**src/rtl/stop_wake_pkg.sv**
```systemverilog
package stop_wake_pkg;
    typedef enum logic [1:0] {
        ST_RUN     = 2'd0,
        ST_STOPPED = 2'd1,
        ST_RECOVER = 2'd2
    } wake_state_e;
endpackage

```
**src/rtl/wake_counter.sv**
```systemverilog
module wake_counter #(
    parameter int CNT_W = 12
) (
    input  logic             clk_i,
    input  logic             rst_ni,
    input  logic             clear_i,
    input  logic             step_i,
    output logic [CNT_W-1:0] count_o
);
    logic [CNT_W-1:0] cnt_d, cnt_q;

    always_comb begin
        cnt_d = cnt_q;
        if (clear_i)     cnt_d = '0;
        else if (step_i) cnt_d = cnt_q + CNT_W'(1);
    end

    always_ff @(posedge clk_i or negedge rst_ni) begin
        if (!rst_ni) cnt_q <= '0;
        else         cnt_q <= cnt_d;
    end

    assign count_o = cnt_q;
endmodule

```
**src/rtl/stop_seq.sv**
```systemverilog
module stop_seq
    import stop_wake_pkg::*;
#(
    parameter int LONG_CYCLES  = 4096,
    parameter int SHORT_CYCLES = 32,
    parameter int CNT_W        = 12
) (
    input  logic             clk_i,
    input  logic             rst_ni,
    input  logic             stop_req_i,
    input  logic             irq_i,
    input  logic             short_cfg_i,
    input  logic [CNT_W-1:0] count_i,
    output wake_state_e      state_o,
    output logic             cnt_clear_o,
    output logic             cnt_step_o,
    output logic             clk_en_o,
    output logic             stack_go_o
);
    localparam logic [CNT_W-1:0] LONG_LAST  = CNT_W'(LONG_CYCLES - 1);
    localparam logic [CNT_W-1:0] SHORT_LAST = CNT_W'(SHORT_CYCLES - 1);

    typedef struct packed {
        wake_state_e state;
        logic        short_sel;
        logic        stack_go;
    } seq_regs_t;

    seq_regs_t r_d, r_q;
    logic      term;

    assign term = (r_q.state == ST_RECOVER) &&
                  (count_i == (r_q.short_sel ? SHORT_LAST : LONG_LAST));

    always_comb begin
        r_d          = r_q;
        r_d.stack_go = 1'b0;
        unique case (r_q.state)
            ST_RUN: begin
                if (stop_req_i) begin
                    r_d.state     = ST_STOPPED;
                    r_d.short_sel = short_cfg_i;
                end
            end
            ST_STOPPED: begin
                if (irq_i) r_d.state = ST_RECOVER;
            end
            ST_RECOVER: begin
                if (term) begin
                    r_d.state    = ST_RUN;
                    r_d.stack_go = 1'b1;
                end
            end
            default: r_d.state = ST_RUN;
        endcase
    end

    always_ff @(posedge clk_i or negedge rst_ni) begin
        if (!rst_ni) r_q <= '{state: ST_RUN, short_sel: 1'b0, stack_go: 1'b0};
        else         r_q <= r_d;
    end

    assign state_o     = r_q.state;
    assign cnt_step_o  = (r_q.state == ST_RECOVER) && !term;
    assign cnt_clear_o = (r_q.state != ST_RECOVER) || term;
    assign clk_en_o    = (r_q.state == ST_RUN);
    assign stack_go_o  = r_q.stack_go;

    assert_stack_single_R6: assert property (@(posedge clk_i) disable iff (!rst_ni)
        r_q.stack_go |=> !r_q.stack_go);
    assert_stack_with_clocks_R6: assert property (@(posedge clk_i) disable iff (!rst_ni)
        r_q.stack_go |-> clk_en_o);
    assert_cfg_hold_R7: assert property (@(posedge clk_i) disable iff (!rst_ni)
        (r_q.state != ST_RUN) |=> (r_q.state == ST_RUN || $stable(r_q.short_sel)));
    assert_no_early_exit_R4: assert property (@(posedge clk_i) disable iff (!rst_ni)
        (r_q.state == ST_RECOVER && count_i != SHORT_LAST && count_i != LONG_LAST)
        |=> (r_q.state == ST_RECOVER));
    assert_stop_holds_R3: assert property (@(posedge clk_i) disable iff (!rst_ni)
        (r_q.state == ST_STOPPED && !irq_i) |=> (r_q.state == ST_STOPPED));
endmodule

```
**src/rtl/stop_wake_ctrl.sv**
```systemverilog
module stop_wake_ctrl
    import stop_wake_pkg::*;
#(
    parameter int LONG_CYCLES  = 4096,
    parameter int SHORT_CYCLES = 32
) (
    input  logic clk_i,
    input  logic rst_ni,
    input  logic stop_req_i,
    input  logic irq_pend_i,
    input  logic short_rec_i,
    output logic cpu_clk_en_o,
    output logic per_clk_en_o,
    output logic stack_go_o
);
    localparam int CNT_W = (LONG_CYCLES > 2) ? $clog2(LONG_CYCLES) : 1;

    logic [CNT_W-1:0] count;
    logic             cnt_clear, cnt_step, clk_en;
    wake_state_e      state;

    wake_counter #(.CNT_W(CNT_W)) u_counter (
        .clk_i   (clk_i),
        .rst_ni  (rst_ni),
        .clear_i (cnt_clear),
        .step_i  (cnt_step),
        .count_o (count)
    );

    stop_seq #(
        .LONG_CYCLES (LONG_CYCLES),
        .SHORT_CYCLES(SHORT_CYCLES),
        .CNT_W       (CNT_W)
    ) u_seq (
        .clk_i       (clk_i),
        .rst_ni      (rst_ni),
        .stop_req_i  (stop_req_i),
        .irq_i       (irq_pend_i),
        .short_cfg_i (short_rec_i),
        .count_i     (count),
        .state_o     (state),
        .cnt_clear_o (cnt_clear),
        .cnt_step_o  (cnt_step),
        .clk_en_o    (clk_en),
        .stack_go_o  (stack_go_o)
    );

    assign cpu_clk_en_o = clk_en;
    assign per_clk_en_o = clk_en;

    assert_count_clear_R3: assert property (@(posedge clk_i) disable iff (!rst_ni)
        (state == ST_STOPPED) |-> (count == '0));
    assert_count_step_R4: assert property (@(posedge clk_i) disable iff (!rst_ni)
        (state == ST_RECOVER) |=> (state == ST_RUN || count == $past(count) + CNT_W'(1)));
    assert_run_cleared_R9: assert property (@(posedge clk_i) disable iff (!rst_ni)
        (state == ST_RUN) |-> (count == '0));
endmodule

```
**config.mk**
```make
export PLATFORM = sky130hd
export DESIGN_NAME = stop_wake_ctrl
export DESIGN_NICKNAME = d
export VERILOG_FILES = /design/src/rtl/stop_wake_pkg.sv /design/src/rtl/wake_counter.sv /design/src/rtl/stop_seq.sv /design/src/rtl/stop_wake_ctrl.sv
export SDC_FILE = /design/constraint.sdc
export NUM_CORES = 1
export LEC_CHECK = 0
export BUFFER_PORTS_ARGS = -buffer_cell sky130_fd_sc_hd__buf_2
export CELL_PAD_IN_SITES_DETAIL_PLACEMENT = 1
export CELL_PAD_IN_SITES_GLOBAL_PLACEMENT = 1
export CORE_UTILIZATION = 40
export CTS_BUF_LIST = sky130_fd_sc_hd__clkbuf_8
export DETAILED_ROUTE_END_ITERATION = 12
export PLACE_DENSITY = 0.73
export SLEW_MARGIN = 20
export SYNTH_ARGS = -nofsm -noshare
export SYNTH_HDL_FRONTEND = slang
export SYNTH_SLANG_ARGS = --single-unit
```
**constraint.sdc**
```tcl
create_clock -name clk_i -period 1.45 [get_ports clk_i]
set_input_delay 0.0725 -clock clk_i [delete_from_list [all_inputs] [get_ports clk_i]]
set_output_delay 0.0725 -clock clk_i [all_outputs]
set_load 0.01 [all_outputs]
```
## Word-level counts from Yosys, hierarchy flattened

Cells that the tools add are included.

| storage, ports and cells | value |
|---|---|
| register bits | 16 |
| latch bits | 0 |
| RAM bits | 0 |
| ROM bits | 0 |
| bits of input ports | 5 |
| output and inout bits | 3 |
| word-level logic and storage cells | 29 |
| memories | 0 |

| cells by class | value |
|---|---|
| add/subtract/negate cells | 1 |
| $mul | 0 |
| div/mod/pow operators | 0 |
| order comparisons | 0 |
| equality and inequality tests | 7 |
| shift-type cells | 0 |
| muxes and demuxes | 9 |
| bitwise logic cells | 0 |
| reduce and logical (&&, ||, !) cells | 8 |

Operators by type and width:

| operator | count |
|---|---|
| two-way mux 12 bit | 3 |
| adder 12 x 1 -> 12 bit, second input constant | 1 |
| equality test 12 bit | 1 |
| != test 2 bit, second input constant | 3 |
| case mux 2 bit (3 select lines) | 1 |
| two-way mux 2 bit | 2 |
| two-way mux 3 bit | 1 |
| AND reduction 3 bit | 1 |
| equality test 2 x 1 -> 1 bit, second input constant | 1 |
| equality test 2 bit, second input constant | 1 |
| logical AND 1 bit | 2 |
| zero test 2 bit | 1 |
| two-way mux 1 bit | 2 |
| != test 2 x 1 -> 1 bit, second input constant | 1 |
| AND reduction 2 bit | 1 |
| nonzero test 2 bit | 1 |
| zero test 1 bit | 1 |
| logical OR 1 bit | 1 |

## Longest topological paths before layout

Gate-level depths: netlist of run 1.

| depth | value |
|---|---|
| word-level depth | 7 |
| gate-level depth with buffers | 5 |
| gate-level depth less buffers | 5 |

## By module

A second synthesis of run 1 with hierarchy kept.

| second synthesis, totals | value |
|---|---|
| cell total of the unflattened synthesis | 85 |
| area, all modules | 880.8 µm² |

Modules (own cells, without submodules):

| module | times used | cells an instance | area each (µm²) | sequential area each (µm²) |
|---|---|---|---|---|
| wake_counter | 1 | 57 | 588.1 | 300.3 |
| stop_seq | 1 | 27 | 285.3 | 100.1 |
| stop_wake_ctrl | 1 | 1 | 7.5 | 0.0 |

## Worst setup path before layout of run 1

OpenSTA, ideal clock, no wires.

| path | value |
|---|---|
| path type | register -> register |
| start point | reg u_counter.cnt_q[7], in the netlist u_counter.count_o[7] |
| end point | reg u_counter.cnt_q[10], in the netlist u_counter.count_o[10] |
| library setup time | 136 ps |
| data arrival time | 1383 ps |
| required time | 1314 ps |
| path slack | -69 ps |
| stages on the path, launching flop included | 6 |
| buffers on the path | 1 |
| clock period less this slack | 1519 ps |
| cells stage by stage | dfrtp_1 nand4_1 or4_1 a21oi_2 buf_6 nor3_1 |

| on the way | value |
|---|---|
| elaborated cells on any way between the ends | 9 |
| those cells by class | add/sub: 1; eq/ne: 1; mux: 2; reduce/logical: 5 |

RTL lines:

| what | line | text |
|---|---|---|
| from (decl) | wake_counter.sv:10 | `logic [CNT_W-1:0] cnt_d, cnt_q;` |
| from (signal assigned) | wake_counter.sv:20 | `else cnt_q <= cnt_d;` |
| parallel branches: the longest is 3 deep, another holds adder 12 x 1 -> 12 bit | n/a |  |
| two-way mux 12 bit (*) | wake_counter.sv:14 | `if (clear_i) cnt_d = '0;` |
| net u_counter.cnt_d[10] | wake_counter.sv:10 |  |

Mark *: on every way through the listed nets, which the timed path passes. The select of a mux whose other input is x is not followed.
A chain may end at the register's enable or synchronous reset.

==> flow_summary.yaml, run 1 <==
sta:
  relSlewSlack_pct: 59.84
  rsz0062_at_grt: "yes"
  tightest_slew_ns: 0.6023
  final-hold-violation-count: 0
  timing.fmax_mhz: 657.8
  worst_hold_slack_ns: 0.01347
  worst_slack_ns: -0.07011
  skew_ns: 0.004623
  setup-violations-final: 12
  slew_viol_final: 0
  final.min_clock_period_ns: 1.520
  period_share_pct: 104.8
floorplanning:
  die-height_um: 45.86
  die_area_um2: 2103
  die-width_um: 45.86
  num_rows: 15
  io-pin-count: 8
  start_util_pct: 43.62
  coreArea_um2: 1764
cells_and_area:
  final_common_cell: "dfrtp_1"
  finalNonFillerCells: 124
  fillerInstances: 212
  utilization_pct: 58.01
  nets: 106
  multi_input_area_um2: 362.8
  num_antenna_cells: 0
  final_area_um2: 1023
  drive_above_1_share_pct: 32.32
  regArea_um2: 400.4
  final_cell_mix: "dfrtp_1 (16), buf_4 (14), nor3_1 (12)"
  syn_to_final_growth_pct: 33.01
power:
  power_frac_seq_pct: 45.3
  clkPwrFrac_pct: 32.6
  vdd_drop_max_mv: 0.6974
  combinationalPowerShare_pct: 22.1
  swShare_pct: 30.24
  p_per_area_nw_per_um2: 1203
  p_leak_nw: 0.4334
  p_sw_w: 0.0003722
  internal_power_w: 0.0008586
setup_path:
  cp_slowest_cell: "or4_4"
  crit_required_ns: 1.63
  cp-start-kind: "flop"
  critPathCaptureType: "flop"
  path_max_fanout: 12
  path_cells: "nand4_1 -> or4_4 -> a21oi_4 -> buf_12 -> nor2b_2"
  r2r_setup_slack_ns: -0.07
  critPathArrivalTime_ns: 1.70
  setup.worst_path.start: "u_counter.count_o[8]"
  r2r_cells: 5
  max_stage_delay_ns: 0.45
  path_class: "reg -> reg"
  path_depth: 5
  worst-path-buf-inv: 1
  rr_startpoint: "u_counter.count_o[8]"
  crit_family: "simple AND/OR/NAND/NOR gates"
global_route:
  grt_max_degree: 17
  grt.busiest_layer: "met2"
  grt_use_met2_pct: 37.75
  gr-usage-met3_pct: 5.952
  grt_usage_pct: 22.64
  grtUsageMet1_pct: 26.54
  grt_pass1_vias: 744
  grt_remaining_overflow: 0
  grt_pass1_wl_mm: 3.277
  antenna_found_initial: 0
yosys:
  yosysSeqAreaShare_pct: 52.03
  syn_nets: 81
  synth_cell_type_count: 24
  synth_top_cell_by_area: "dfrtp_1"
  syn_inst: 75
  syn_area_um2: 769.5
  yosysWarningCount: 0
  synth.top_cell.area_share_pct: 52.03
  synth.area.top_cells: "dfrtp_1 (52%), nor3_1 (7.8%), xnor2_1 (6.8%)"
  syn_area_per_cell_um2: 10.26
  synth-seq-cells: 16
place:
  numPortBuffers: 7
  dpl.hpwl_mm: 1.262
  place_ws_ns: -0.04143
  gp_congestion: 0.7859
  dp.cells: 117
  place_area_um2: 923.4
detailed_routing:
  vias: 656
  via_per_inst: 5.290
  wl_per_cell_um: 15.65
  drt_iter0_markers: 6
  drt_drc_violations_left: 0
  drt-total-wl_mm: 1.941
  ant_nets: 0
  firstDrtPassIters: 4
clocking:
  root_buffer: "clkbuf_8"
  cts_max_path_buffers: 2
  htree_levels: 1
  clkTransAtPathRegs_ns: 0.07
  clkLatencyLatePin_ns: 0.25
  cts.sinks: 16
  cts_tree: "done"
  numCtsBuffers: 3
worst_hold_path:
  hold_class: "in -> reg"
  hold_start: "irq_pend_i"
  hold_path_depth: 2
outcome:
  run_status: "finished with violations"
  violations: "setup timing"
run:
  timing.max_cap.violations: 0
-- final timing paths --
check	to
max	u_seq.stack_go_o
min	u_seq.state_o[0]
max reg2reg	u_seq.stack_go_o
min reg2reg	u_seq.state_o[0]
max in group asynchronous	u_counter.count_o[0]
min in group asynchronous	u_seq.r_q[1]
-- worst reg2reg max path: cells and delay by family (launching register included) --
family | cells | cell delay, ns
buffers and inverters | 1 | 0.15
AND/OR/NAND/NOR | 3 | 0.73
AO/OA/AOI/OAI | 1 | 0.16
flip-flops | 1 | 0.42
-- synthesized netlist by cell type --
library cell / count
or4_1: 1
nor2b_1: 1
buf_4: 1
nand2b_1: 1
a21oi_2: 1
mux2_2: 1
nor3_1: 12
and4_1: 1
xor2_1: 4
ha_1: 1
buf_6: 1
inv_1: 1
a211oi_1: 1
clkbuf_1: 1
dfrtp_1: 16
nor2_1: 7
nor3b_1: 1
nor4_1: 1
xnor2_1: 6
nand2_1: 5
o21ai_2: 1
nand4_1: 5
nand3_1: 4
nand3b_1: 1
-- metal layers --
| layer | share of wire [%] | vias up |
|---|---|---|
| met5 | 0 | - |
| met4 | 1.2 | 0 |
| met3 | 3.9 | 4 |
| met2 | 53 | 15 |
| met1 | 42 | 326 |
| li1 | - | 311 |
-- metrics by stage --
stage | total power [W] | TNS [ns]
after floorplan | 0.0007369 | -0.005608
after global placement | 0.0008135 | -0.01173
after detailed placement | 0.0008302 | -0.4366
after CTS | 0.001240 | -0.6175
after global routing | 0.001303 | -1.693
final | 0.001231 | -0.6852
-- flip-flops by register name, indices dropped and copies added, names as in the netlist --
register / flops
u_seq.state_o: 2
u_seq.r_q: 1
u_counter.count_o: 12
u_seq.stack_go_o: 1
-- logic make-up (layout without fill, tap and decap cells) --
group                      after synthesis  after routing  synth area share [%]
muxes                                    1              1                 1.463
buffers and inverters                    4             28                 3.414
and+or+nand+nor                         40             40                 26.83
adders and majority gates                1              1                 1.626
DFF                                     16             16                 52.03
xor gates and xnor gates                10             10                 11.38
AOI/OAI and AO/OA                        3              3                 3.253
-- layout make-up --
cell class / count / area share (%)
flip-flops and latches: 16 / 39.12
multi-input cells: 55 / 35.45
repair buffers: 23 / 16.63
clock buffers: 4 / 5.379
well taps: 25 / 3.056
inverters: 1 / 0.3667
-- power by group through the flow --
stage          logic (W)  clock network, W  registers [W]
5_1_grt         0.000303          0.000433       0.000567
3_3_place_gp    0.000258                 0       0.000556
3_5_place_dp    0.000265                 0       0.000565
4_1_cts         0.000276          0.000404       0.000560
2_1_floorplan   0.000182                 0       0.000554
6_report        0.000272          0.000401       0.000557
-- repair_timing --
action | 4_1_cts | 5_1_grt
endpoints found under the hold margin | 16 | 0
pin swaps | 1 | 3
hold buffers | 1 | 0
setup endpoints to repair | 12 | 12
buffers inserted | 2 | 0
resized for setup | 2 | 2
(Power assumes the default switching activity.)
==> run 2: changes to the inputs <==
Settings changed: PLACE_DENSITY 0.73 to 0.76.
==> flow_summary.yaml, run 2 (synthesis results as in run 1) <==
outcome:
  run_status: "finished with violations"
  violations: "setup timing"
setup_path:
  critPathArrivalTime_ns: 1.63
  crit_family: "simple AND/OR/NAND/NOR gates"
  path_max_fanout: 5
  max_stage_delay_ns: 0.43
  path_class: "reg -> reg"
  cp_slowest_cell: "or4_1"
  critPathCaptureType: "flop"
  path_cells: "nand4_1 -> or4_1 -> a21oi_2 -> buf_4 -> nor3_1"
  r2r_setup_slack_ns: -0.07
  crit_required_ns: 1.56
  cp-start-kind: "flop"
  worst-path-buf-inv: 1
sta:
  relSlewSlack_pct: 62.17
  skew_ns: 0.002888
  tightest_slew_ns: 0.5674
  final.min_clock_period_ns: 1.521
  period_share_pct: 104.9
  rsz0062_at_grt: "yes"
  setup-violations-final: 12
  worst_slack_ns: -0.07122
  final-hold-violation-count: 0
  timing.fmax_mhz: 657.4
  slew_viol_final: 0
cells_and_area:
  nets: 108
  largest_register_ffs: 12
  num_antenna_cells: 0
  final_area_um2: 1010
  drive_above_1_share_pct: 30.69
  syn_to_final_growth_pct: 31.22
  final_cell_mix: "buf_4 (16), dfrtp_1 (16), nor3_1 (12)"
detailed_routing:
  ant_nets: 0
  wl_per_cell_um: 15.13
  drt_drc_violations_left: 0
  via_per_inst: 5.317
  drt_iter0_markers: 11
  drt-total-wl_mm: 1.906
  vias: 670
  firstDrtPassIters: 3
worst_hold_path:
  hold_class: "in -> reg"
place:
  numPortBuffers: 7
  dpl.hpwl_mm: 1.305
  place_area_um2: 903.4
  place_ws_ns: -0.06377
  gp_congestion: 0.8127
global_route:
  grt_remaining_overflow: 0
  grt_max_degree: 17
  antenna_found_initial: 0
  grt_pass1_vias: 700
  grt_pass1_wl_mm: 3.174
  grt_usage_pct: 22.65
clocking:
  clkTransAtPathRegs_ns: 0.06
  cts_max_path_buffers: 2
  root_buffer: "clkbuf_8"
  cts.sinks: 16
  clkLatencyLatePin_ns: 0.25
  htree_levels: 1
  cts_tree: "done"
  numCtsBuffers: 3
floorplanning:
  die-height_um: 45.86
  io-pin-count: 8
  num_rows: 15
  die_area_um2: 2103
  start_util_pct: 43.62
  die-width_um: 45.86
  coreArea_um2: 1764
run:
  timing.max_cap.violations: 0
power:
  p_per_area_nw_per_um2: 1209
  vdd_drop_max_mv: 0.7288
  p_leak_nw: 0.4385
==> run 2: stage by stage <==
stage	TNS (ns)	utilization, %	std cells	hold WS, ns	total power [W]
2_1_floorplan	-0.005608	-	75	-0.2231	0.0007369
3_3_place_gp	-0.08424	51.21	116	0.001532	0.0008117
3_5_place_dp	-0.4908	51.21	116	0.005237	0.0008282
4_1_cts	-0.6661	56.81	125	0.01779	0.001233
5_1_grt	-1.682	57.23	126	0.02517	0.001282
6_report	-0.7020	57.23	126	0.02167	0.001221
==> run 2: worst paths after layout <==
check                                     start               endpoint  cells past startpoint
min                                  irq_pend_i       u_seq.state_o[0]                      2
max reg2reg                u_counter.count_o[9]   u_counter.count_o[5]                      5
max in group asynchronous                rst_ni  u_counter.count_o[10]                      2
min reg2reg                    u_seq.state_o[1]       u_seq.state_o[0]                      1
max                        u_counter.count_o[9]   u_counter.count_o[5]                      5
min in group asynchronous                rst_ni   u_counter.count_o[3]                      2
==> run 2: final cells by class <==
class | count | area, um2
tap | 25 | 31.28
sequential | 16 | 400.4
timing repair buffer | 25 | 176.4
clock buffer | 4 | 55.05
fill | 219 | 754.5
multi-input combinational | 55 | 342.8
inverter | 1 | 3.754
==> run 2: where the power goes <==
part	internal, W	switching, W	leakage (nW)	total, W
logic	0.000114	0.000155	0.192	0.000269
clock network	0.000241	0.000160	0.0288	0.000401
registers	0.000504	0.0000474	0.218	0.000551
==> run 2: per-layer routing <==
layer | part of all wire (%) | global-route usage (%) | up-vias
met3 | 1.5 | 3.571 | 4
met1 | 45 | 28.11 | 345
met2 | 51 | 37.18 | 5
met5 | 0 | 0 | -
met4 | 2.0 | 12.35 | 0
li1 | - | - | 316
==> run 2: what timing repair did <==
item / in CTS / in global routing
buffers inserted: 4 / 1
endpoints found under the hold margin: 16 / 0
hold buffers: 1 / 0
pin swaps: 2 / 2
gates resized for setup: 1 / 0
setup endpoints to repair: 12 / 12
==> run 2: worst register-to-register path, delay by kind of cell, from the launching register on <==
kind / cells / cell delay [ns]
simple gates: 3 / 0.62
flops: 1 / 0.40
buf+inv: 1 / 0.17
compound gates: 1 / 0.18
